===== config.mk =====
export PLATFORM = sky130hd
export DESIGN_NAME = irq_vector_ctrl
export DESIGN_NICKNAME = d
export VERILOG_FILES = /design/src/rtl/irqv_pkg.sv /design/src/rtl/irqv_pending.sv /design/src/rtl/irqv_arbiter.sv /design/src/rtl/irqv_level_stack.sv /design/src/rtl/irq_vector_ctrl.sv
export SDC_FILE = /design/constraint.sdc
export NUM_CORES = 2
export LEC_CHECK = 0
export BUFFER_PORTS_ARGS = -buffer_cell sky130_fd_sc_hd__buf_2
export CORE_AREA = 2 2 498 253
export CTS_BUF_LIST = sky130_fd_sc_hd__clkbuf_8
export DETAILED_ROUTE_END_ITERATION = 10
export DIE_AREA = 0 0 500 255
export PLACE_DENSITY = 0.79
export REMOVE_ABC_BUFFERS = 1
export SYNTH_ARGS = -nofsm -noshare
export SYNTH_HDL_FRONTEND = slang
export SYNTH_HIERARCHICAL = 1
export SYNTH_SLANG_ARGS = --single-unit

===== constraint.sdc =====
create_clock -name clk_i -period 72.6 [get_ports clk_i]
set_clock_uncertainty 0.1 [all_clocks]
set_input_delay 14.52 -clock clk_i [delete_from_list [all_inputs] [get_ports clk_i]]
set_output_delay 14.52 -clock clk_i [all_outputs]
set_load 0.02 [all_outputs]

===== src/rtl/irqv_pkg.sv =====
package irqv_pkg;
    localparam int EDGE_BIT = 4;

    localparam logic [8:0] OFF_IRQ_VEC  = 9'h100;
    localparam logic [8:0] OFF_FIQ_VEC  = 9'h104;
    localparam logic [8:0] OFF_MASK_RD  = 9'h110;
    localparam logic [8:0] OFF_MASK_SET = 9'h120;
    localparam logic [8:0] OFF_MASK_CLR = 9'h124;
    localparam logic [8:0] OFF_EOI      = 9'h130;
    localparam logic [8:0] OFF_SPUR     = 9'h134;

    typedef enum logic [3:0] {
        K_NONE, K_MODE, K_VEC, K_IRQV, K_FIQV,
        K_MASK, K_MSET, K_MCLR, K_EOI, K_SPUR
    } reg_kind_e;
endpackage


===== src/rtl/irqv_pending.sv =====
module irqv_pending #(
    parameter int NSRC = 32
) (
    input  logic            clk_i,
    input  logic            rst_ni,
    input  logic [NSRC-1:0] src_i,
    input  logic [NSRC-1:0] edge_md_i,
    input  logic [NSRC-1:0] clr_i,
    output logic [NSRC-1:0] pend_o
);
    typedef struct packed {
        logic [NSRC-1:0] prev;
        logic [NSRC-1:0] latch;
    } pend_st_t;

    pend_st_t s_d, s_q;

    always_comb begin
        s_d = s_q;
        s_d.prev = src_i;
        for (int i = 0; i < NSRC; i++) begin
            // a fresh edge outranks an acknowledge in the same cycle
            s_d.latch[i] = edge_md_i[i] &
                           ((s_q.latch[i] & ~clr_i[i]) | (src_i[i] & ~s_q.prev[i]));
        end
    end

    always_ff @(posedge clk_i or negedge rst_ni) begin
        if (!rst_ni) s_q <= '0;
        else         s_q <= s_d;
    end

    generate
        for (genvar g = 0; g < NSRC; g++) begin : g_sel
            assign pend_o[g] = edge_md_i[g] ? s_q.latch[g] : src_i[g];
        end
    endgenerate
endmodule


===== src/rtl/irqv_arbiter.sv =====
module irqv_arbiter #(
    parameter int NSRC   = 32,
    parameter int PRIO_W = 3,
    localparam int IDX_W = $clog2(NSRC)
) (
    input  logic [NSRC-1:0]             req_i,
    input  logic [NSRC-1:0][PRIO_W-1:0] prio_i,
    output logic                        valid_o,
    output logic [IDX_W-1:0]            idx_o,
    output logic [PRIO_W-1:0]           prio_o
);
    always_comb begin
        valid_o = 1'b0;
        idx_o   = '0;
        prio_o  = '0;
        // walk downward so an equal priority hands the grant to the lower index
        for (int i = NSRC - 1; i >= 0; i--) begin
            if (req_i[i] && (!valid_o || prio_i[i] >= prio_o)) begin
                valid_o = 1'b1;
                idx_o   = IDX_W'(i);
                prio_o  = prio_i[i];
            end
        end
    end
endmodule


===== src/rtl/irqv_level_stack.sv =====
module irqv_level_stack #(
    parameter int PRIO_W = 3,
    localparam int DEPTH = 1 << PRIO_W,
    localparam int CNT_W = $clog2(DEPTH + 1)
) (
    input  logic              clk_i,
    input  logic              rst_ni,
    input  logic              push_i,
    input  logic              pop_i,
    input  logic [PRIO_W-1:0] level_i,
    output logic              busy_o,
    output logic [PRIO_W-1:0] top_o,
    output logic [CNT_W-1:0]  depth_o
);
    typedef struct packed {
        logic [DEPTH-1:0][PRIO_W-1:0] ent;
        logic [CNT_W-1:0]             cnt;
    } stk_st_t;

    stk_st_t s_d, s_q;
    logic [PRIO_W-1:0] wr_ptr, top_ptr;

    assign wr_ptr  = s_q.cnt[PRIO_W-1:0];
    assign top_ptr = wr_ptr - 1'b1;

    always_comb begin
        s_d = s_q;
        if (push_i && s_q.cnt < CNT_W'(DEPTH)) begin
            s_d.ent[wr_ptr] = level_i;
            s_d.cnt         = s_q.cnt + 1'b1;
        end else if (pop_i && s_q.cnt != '0) begin
            s_d.cnt = s_q.cnt - 1'b1;
        end
    end

    always_ff @(posedge clk_i or negedge rst_ni) begin
        if (!rst_ni) s_q <= '0;
        else         s_q <= s_d;
    end

    assign busy_o  = (s_q.cnt != '0);
    assign top_o   = s_q.ent[top_ptr];
    assign depth_o = s_q.cnt;
endmodule


===== src/rtl/irq_vector_ctrl.sv =====
module irq_vector_ctrl
    import irqv_pkg::*;
#(
    parameter int NSRC   = 32,
    parameter int PRIO_W = 3,
    parameter int DATA_W = 32,
    parameter int ADDR_W = 9,
    localparam int IDX_W = $clog2(NSRC),
    localparam int CNT_W = $clog2((1 << PRIO_W) + 1)
) (
    input  logic              clk_i,
    input  logic              rst_ni,
    input  logic [NSRC-1:0]   src_i,
    input  logic              bus_sel_i,
    input  logic              bus_wr_i,
    input  logic [ADDR_W-1:0] bus_addr_i,
    input  logic [DATA_W-1:0] bus_wdata_i,
    output logic [DATA_W-1:0] bus_rdata_o,
    output logic              irq_n_o,
    output logic              fiq_n_o
);
    typedef struct packed {
        logic [NSRC-1:0][PRIO_W-1:0] prio;
        logic [NSRC-1:0]             edge_md;
        logic [NSRC-1:0][DATA_W-1:0] vec;
        logic [NSRC-1:0]             en;
        logic [DATA_W-1:0]           spur;
    } regs_t;

    regs_t r_d, r_q;

    reg_kind_e         kind;
    logic [IDX_W-1:0]  idx;
    logic              rd_irqv, rd_fiqv, wr_eoi, irq_go, fiq_go;
    logic [NSRC-1:0]   pend, irq_req, clr;
    logic              win_vld, nested;
    logic [IDX_W-1:0]  win_idx;
    logic [PRIO_W-1:0] win_prio, cur_lvl;
    logic [CNT_W-1:0]  stk_depth;

    // address decode
    always_comb begin
        kind = K_NONE;
        idx  = bus_addr_i[IDX_W+1:2];
        if (bus_addr_i[1:0] == 2'b00) begin
            if (bus_addr_i[8:7] == 2'b00)      kind = K_MODE;
            else if (bus_addr_i[8:7] == 2'b01) kind = K_VEC;
            else begin
                case (bus_addr_i)
                    OFF_IRQ_VEC:  kind = K_IRQV;
                    OFF_FIQ_VEC:  kind = K_FIQV;
                    OFF_MASK_RD:  kind = K_MASK;
                    OFF_MASK_SET: kind = K_MSET;
                    OFF_MASK_CLR: kind = K_MCLR;
                    OFF_EOI:      kind = K_EOI;
                    OFF_SPUR:     kind = K_SPUR;
                    default:      kind = K_NONE;
                endcase
            end
        end
    end

    irqv_pending #(.NSRC(NSRC)) u_pend (
        .clk_i     (clk_i),
        .rst_ni    (rst_ni),
        .src_i     (src_i),
        .edge_md_i (r_q.edge_md),
        .clr_i     (clr),
        .pend_o    (pend)
    );

    assign irq_req = pend & r_q.en & {{(NSRC-1){1'b1}}, 1'b0};

    irqv_arbiter #(.NSRC(NSRC), .PRIO_W(PRIO_W)) u_arb (
        .req_i   (irq_req),
        .prio_i  (r_q.prio),
        .valid_o (win_vld),
        .idx_o   (win_idx),
        .prio_o  (win_prio)
    );

    irqv_level_stack #(.PRIO_W(PRIO_W)) u_stk (
        .clk_i   (clk_i),
        .rst_ni  (rst_ni),
        .push_i  (rd_irqv && irq_go),
        .pop_i   (wr_eoi),
        .level_i (win_prio),
        .busy_o  (nested),
        .top_o   (cur_lvl),
        .depth_o (stk_depth)
    );

    assign irq_go  = win_vld && (!nested || win_prio > cur_lvl);
    assign fiq_go  = r_q.en[0] && pend[0];
    assign rd_irqv = bus_sel_i && !bus_wr_i && kind == K_IRQV;
    assign rd_fiqv = bus_sel_i && !bus_wr_i && kind == K_FIQV;
    assign wr_eoi  = bus_sel_i &&  bus_wr_i && kind == K_EOI;
    assign irq_n_o = !irq_go;
    assign fiq_n_o = !fiq_go;

    // acknowledge clears the edge latch of the served source
    always_comb begin
        clr = '0;
        if (rd_irqv && irq_go) clr[win_idx] = 1'b1;
        if (rd_fiqv)           clr[0]       = 1'b1;
    end

    // read data
    always_comb begin
        bus_rdata_o = '0;
        case (kind)
            K_MODE: begin
                bus_rdata_o[PRIO_W-1:0] = r_q.prio[idx];
                bus_rdata_o[EDGE_BIT]   = r_q.edge_md[idx];
            end
            K_VEC:  bus_rdata_o = r_q.vec[idx];
            K_IRQV: bus_rdata_o = irq_go ? r_q.vec[win_idx] : r_q.spur;
            K_FIQV: bus_rdata_o = r_q.vec[0];
            K_MASK: bus_rdata_o[NSRC-1:0] = r_q.en;
            K_SPUR: bus_rdata_o = r_q.spur;
            default: bus_rdata_o = '0;
        endcase
    end

    // register writes
    always_comb begin
        r_d = r_q;
        if (bus_sel_i && bus_wr_i) begin
            case (kind)
                K_MODE: begin
                    r_d.prio[idx]    = bus_wdata_i[PRIO_W-1:0];
                    r_d.edge_md[idx] = bus_wdata_i[EDGE_BIT];
                end
                K_VEC:  r_d.vec[idx] = bus_wdata_i;
                K_MSET: r_d.en = r_q.en |  bus_wdata_i[NSRC-1:0];
                K_MCLR: r_d.en = r_q.en & ~bus_wdata_i[NSRC-1:0];
                K_SPUR: r_d.spur = bus_wdata_i;
                default: ;
            endcase
        end
    end

    always_ff @(posedge clk_i or negedge rst_ni) begin
        if (!rst_ni) r_q <= '0;
        else         r_q <= r_d;
    end
endmodule


After elaboration in Yosys (flattened, before gate mapping)
Index checks and enable logic that the tools add are counted.
{"block": "op_classes", "add_sub_neg": 3, "muxes": 163, "eq_ne": 17, "reduce_logical": 117, "bitwise": 196, "n_lt_le_gt_ge": 39}
{"op": "$bwmux W1024", "count": 1}
{"op": "$bmux W32 S5", "count": 2}
{"op": "$demux W32 S5", "count": 1}
{"op": "$mux W32", "count": 5}
{"op": "$mux W5", "count": 31}
{"op": "$pmux W27 S5", "count": 1}
{"op": "$mux W3", "count": 35}
{"op": "$and A1 B1 Y1", "count": 96}
{"op": "$bwmux W96", "count": 1}
{"op": "$ge A3 B3 Y1", "count": 30}
{"op": "$mux W1", "count": 67}
{"op": "$and A32 B32 Y32", "count": 2}
{"op": "$not A1 Y1", "count": 64}
{"op": "$pmux W32 S2", "count": 1}
{"op": "$eq A9 B9 Y1 const B", "count": 7}
{"op": "$logic_and A1 B1 Y1", "count": 43}
{"op": "$logic_not A1 Y1", "count": 34}
{"op": "$bwmux W32", "count": 1}
{"op": "$not A32 Y32", "count": 1}
{"op": "$or A1 B1 Y1", "count": 32}
{"op": "$or A32 B32 Y32", "count": 1}
{"op": "$logic_or A1 B1 Y1", "count": 31}
{"op": "$pmux W4 S7", "count": 1}
{"op": "$bwmux W24", "count": 1}
{"op": "28 further kinds", "count": 46}
{"block": "word_totals", "wordCells": 613, "out_inout_bits": 34, "register_bits": 1308, "inputBits": 77}

Longest topological paths before layout
{"block": "depth", "depth_word": 133, "depth_mapped": 249}

By module
The synthesis kept the hierarchy.
{"module": "irq_vector_ctrl", "area_each_um2": 63796.2, "cells_per_inst": 4274, "n_inst": 1}
{"module": "irqv_arbiter", "area_each_um2": 5136.2, "cells_per_inst": 773, "n_inst": 1}
{"module": "irqv_pending", "area_each_um2": 2842.7, "cells_per_inst": 192, "n_inst": 1}
{"module": "irqv_level_stack", "area_each_um2": 1458.9, "cells_per_inst": 102, "n_inst": 1}

Worst setup path before layout
No wires, ideal clock.
{"block": "synth_path", "path_kind": "input -> output", "startpoint": "in src_i[31]", "endpoint": "out bus_rdata_o[0]", "path_buffers": 7, "stages": 219, "t_arrival_ns": 55.558, "setup_slack_ns": 2.422, "path_cell_list": "mux2_4 and2_1 buf_6 and2_1 ha_1 nor2b_1 o2111ai_1 a21bo_2 nand2_1 ha_1 nand2b_1 a2111oi_2 or2_2 clkbuf_1 nor2_1 a21o_1 ha_1 a21oi_1 [183 not listed] a22o_4 ha_1 nand2b_1 a21o_1 a21oi_1 o31ai_1 nand2_1 nand2_1 or4b_1 nor3b_1 clkbuf_1 or3b_2 clkbuf_1 a211oi_1 a21oi_1 o211ai_1 a21boi_0 or4b_1"}
{"block": "synth_via", "word_cells_on_any_way": 222, "cone_classes": "order compare: 31; mux: 98; bitwise: 1; reduce/logical: 92"}
{"item": "from (decl)", "line": "irq_vector_ctrl.sv:13", "rtl": "input logic [NSRC-1:0] src_i,"}
{"item": "$mux W1 *", "line": "irqv_pending.sv:35", "rtl": "assign pend_o[g] = edge_md_i[g] ? s_q.latch[g] : src_i[g];"}
{"item": "$and A32 B32 Y32 *", "line": "irq_vector_ctrl.sv:72", "rtl": "assign irq_req = pend & r_q.en & {{(NSRC-1){1'b1}}, 1'b0};"}
{"item": "named net irq_req[31]", "line": "irq_vector_ctrl.sv:35", "rtl": "logic [NSRC-1:0] pend, irq_req, clr;"}
{"item": "$mux W3 / $mux W1 (equally long branches)", "line": "irqv_arbiter.sv:18", "rtl": "if (req_i[i] && (!valid_o || prio_i[i] >= prio_o)) begin"}
{"item": "$ge A3 B3 Y1 / $logic_not A1 Y1 (equally long branches)", "line": "irqv_arbiter.sv:18"}
{"item": "$logic_or A1 B1 Y1", "line": "irqv_arbiter.sv:18"}
{"item": "$logic_and A1 B1 Y1", "line": "irqv_arbiter.sv:18"}
{"item": "$mux W3 / $mux W1 (equally long branches)", "line": "irqv_arbiter.sv:18"}
{"item": "[113 not listed]"}
{"item": "$logic_or A1 B1 Y1", "line": "irqv_arbiter.sv:18"}
{"item": "$logic_and A1 B1 Y1", "line": "irqv_arbiter.sv:18"}
{"item": "$mux W5 *", "line": "irqv_arbiter.sv:18"}
{"item": "named net win_idx[4]", "line": "irq_vector_ctrl.sv:37", "rtl": "logic [IDX_W-1:0] win_idx;"}
{"item": "$bmux W32 S5 *", "line": "irq_vector_ctrl.sv:117", "rtl": "K_IRQV: bus_rdata_o = irq_go ? r_q.vec[win_idx] : r_q.spur;"}
{"item": "$mux W32 (implied by the code) *", "line": "irq_vector_ctrl.sv:117"}
{"item": "$mux W32 *", "line": "irq_vector_ctrl.sv:117"}
{"item": "$pmux W3 S6 *", "line": "irq_vector_ctrl.sv:111", "rtl": "case (kind)"}
{"item": "to (decl)", "line": "irq_vector_ctrl.sv:18", "rtl": "output logic [DATA_W-1:0] bus_rdata_o,"}
Mark *: on every way through the listed nets, which the timed path passes. The rest lies on a longest branch. The select of a mux whose other input is x is not followed.

Final worst setup path
{"block": "layout_path", "startpoint": "in src_i[31]", "endpoint": "out bus_rdata_o[0]"}
{"block": "layout_via", "word_cells_on_any_way": 222, "cone_classes": "order compare: 31; mux: 98; bitwise: 1; reduce/logical: 92"}
{"item": "$mux W1 *", "line": "irqv_pending.sv:35"}
{"item": "named net pend[31]", "line": "irq_vector_ctrl.sv:35"}
{"item": "$and A32 B32 Y32 *", "line": "irq_vector_ctrl.sv:72"}
{"item": "named net irq_req[31]", "line": "irq_vector_ctrl.sv:35"}
{"item": "$mux W3 / $mux W1 (equally long branches)", "line": "irqv_arbiter.sv:18"}
{"item": "$ge A3 B3 Y1 / $logic_not A1 Y1 (equally long branches)", "line": "irqv_arbiter.sv:18"}
{"item": "$logic_or A1 B1 Y1", "line": "irqv_arbiter.sv:18"}
{"item": "$logic_and A1 B1 Y1", "line": "irqv_arbiter.sv:18"}
{"item": "[114 not listed]"}
{"item": "$logic_or A1 B1 Y1", "line": "irqv_arbiter.sv:18"}
{"item": "$logic_and A1 B1 Y1", "line": "irqv_arbiter.sv:18"}
{"item": "$mux W5 *", "line": "irqv_arbiter.sv:18"}
{"item": "named net win_idx[4]", "line": "irq_vector_ctrl.sv:37"}
{"item": "$bmux W32 S5 *", "line": "irq_vector_ctrl.sv:117"}
{"item": "$mux W32 (implied by the code) *", "line": "irq_vector_ctrl.sv:117"}
{"item": "$mux W32 *", "line": "irq_vector_ctrl.sv:117"}
{"item": "$pmux W3 S6 *", "line": "irq_vector_ctrl.sv:111"}
Marked as above.

==> results_dict.tcl <==
set metrics [dict create \
    outcome "finished, violations left" \
    violations "max-capacitance violations, max-slew violations" \
    period_share_pct 97.81 \
    finalHoldViolations 0 \
    drive_gt1_share_pct 48.04 \
    row_count 92 \
    clk_latency_ns 0.89 \
    required_ns 57.98 \
    dieWidth_um 500 \
    cts.clk_slew.worst_paths_ns 0.06 \
    max_cap_violations 1 \
    gr-usage-all-layers_pct 38.55 \
    gr-total-overflow 0 \
    mappedNetlistArea_mm2 0.07320 \
    core-area_mm2 0.1240 \
    htreeDepth 4 \
    grt_max_degree 182 \
    p_leak_uw 0.03667 \
    min_path_type "reg -> reg" \
    reg2reg_from "r_q[1119]" \
    path_delay_family "compound AO/OA/AOI/OAI gates" \
    first_pass_iters 9 \
    path_max_fanout 34 \
    path_class "in -> out" \
    arrival_ns 56.39 \
    syn_inst 5337 \
    layout-area-overhead-vs-synth_pct 9.154 \
    worstSetupStartpoint "src_i[31]" \
    grt_first_pass_wirelength_um 356100 \
    io_buffers 110 \
    setup_viol 0 \
    final_core_util_pct 64.45 \
    ir_drop_mv 0.01714 \
    viasPerCell 7.351 \
    slowest_delay_ns 0.61 \
    antenna_found_initial 19 \
    wl_um 247300 \
    numCtsBuffers 175 \
    crit_cells 219 \
    period_needed_ns 71.01 \
    clk_path_buf_depth 3 \
    clock_power_share_pct 40.5 \
    slowest_stage "or4b_4" \
    grt_pass1_vias 50967 \
    ioPinCount 111 \
    r2r-end "u_pend/s_q[3]" \
    nets 5544 \
    p_seq_share_pct 52.1 \
    p_int_uw 1063 \
    place_hpwl_um 142700 \
    place_congestion 1.000 \
    root_buffer "clkbuf_8" \
    worst_setup_path_end_kind "output port" \
    slew_headroom_pct -17.27 \
    switching_share_pct 26.00 \
    dr_total_vias 52799 \
    worst-path-buf-inv 16 \
    drtIter0Drc 7943 \
    worst_slew_pin_slew_ns 1.744 \
    crit_path_start_kind "input pin" \
    start_util_pct 59.05 \
    die-area_mm2 0.1275 \
    final-max-slew-violation-count 11 \
    power.switching_uw 373.5 \
    wire_per_inst_um 34.43 \
    postRouteAntennaNets 0 \
    die_y_um 255 \
    reg2reg_depth 220 \
    syn_area_per_cell_um2 13.72 \
    r2r_slack_ns 28.85 \
    max_freq_mhz 14.08 \
    drc_errors 0 \
    total_power_uw 1436 \
    crit_top_cell "ha_1" \
    postCtsHoldBufs 0 \
    cts.sinks 1308 \
    crit_end "bus_rdata_o[0]" \
    p_comb_share_pct 7.4 \
    power_density_mw_per_mm2 17.98 \
    cts_tree "built" \
    synth_warnings 6 \
]
-- metrics by stage --
stage               area (um2)  TNS, ns  setup WS [ns]  hold WS, ns  std cells
global placement         75160   -17.05        -0.8870       0.3846       6779
detailed placement       75160   -51.13         -1.942       0.3898       6779
finish                   79910        0          1.592       0.4026       7183
CTS                      79050        0        0.03689       0.4015       7117
global route             79890   -11.52        -0.5334       0.4123       7176
floorplan                71160  -286.97         -9.215       0.3697       4894
-- what timing repair did --
action	in CTS	in global routing
pin swaps	5	38
cloned	3	4
gates resized for setup	27	106
buffers inserted	23	49
setup endpoints to repair	33	33
-- worst register-to-register path: cells and delay by family (launching register included) --
| family | cells | cell delay (ns) |
|---|---|---|
| buf+inv | 15 | 2.47 |
| flops | 1 | 0.47 |
| fa+ha+maj | 31 | 8.43 |
| mux | 5 | 1.65 |
| compound gates | 92 | 16.28 |
| simple gates | 77 | 14.24 |
-- worst min path at each step --
stage | from | to | slack, ns | depth (start not counted)
after floorplan | r_q[930] | r_q[930] | 0.37 | 1
after global placement | u_stk/s_q[20] | u_stk/s_q[20] | 0.38 | 1
after detailed placement | u_pend/s_q[59] | u_pend/s_q[27] | 0.39 | 2
after CTS | u_pend/s_q[59] | u_pend/s_q[27] | 0.40 | 2
after global routing | u_pend/s_q[60] | u_pend/s_q[28] | 0.41 | 2
final | u_pend/s_q[59] | u_pend/s_q[27] | 0.40 | 2
-- final cells by class --
cell class	instances	area, um2
Fill cell	8943	44070
Sequential cell	1308	32730
Inverter	81	304.0
Timing Repair Buffer	314	2365
Clock buffer	229	3152
Clock inverter	83	386.6
Antenna cell	13	32.53
Tap cell	1645	2058
Multi-Input combinational cell	3510	38880
-- power groups by stage --
| stage | sequential [uW] | clock [uW] | combinational, uW |
|---|---|---|---|
| floorplan | 758 | 0 | 49.2 |
| global placement | 760 | 0 | 101 |
| detailed placement | 761 | 0 | 102 |
| CTS | 747 | 581 | 103 |
| global route | 749 | 617 | 114 |
| finish | 748 | 581 | 107 |
-- routing by layer --
layer	global-route usage, %	vias up	routed length (um)
met5	0.3336	-	202
met4	14.55	18	9857
met3	18.42	753	40820
met2	51.09	4075	99940
met1	54.69	27411	96500
li1	-	20542	-
-- registers in the layout, indices dropped and copies added (netlist names), named ones only --
register,count
u_stk/s_q,24
u_pend/s_q,64
u_stk/depth_o,4
r_q,1184
-- cells in the final DEF, fill, tap and decap left out, types with 28 or more instances in the layout --
master       n
nor2_1     201
mux4_2     553
and2_1      58
nand2b_1   105
ha_1        74
o22ai_1    153
dfrtp_1   1308
a22oi_1     39
nand2_1    184
mux2_2    1270
a211oi_1    37
nand3_1     47
buf_4      181
buf_2      107
clkbuf_8   229
mux2_4      33
o21ai_0     42
nand2_2     28
a21boi_2    35
inv_1      136
mux2i_1     85
nor3_1      32
a21oi_1     53
No activity file was read; power rests on OpenSTA's default activity.
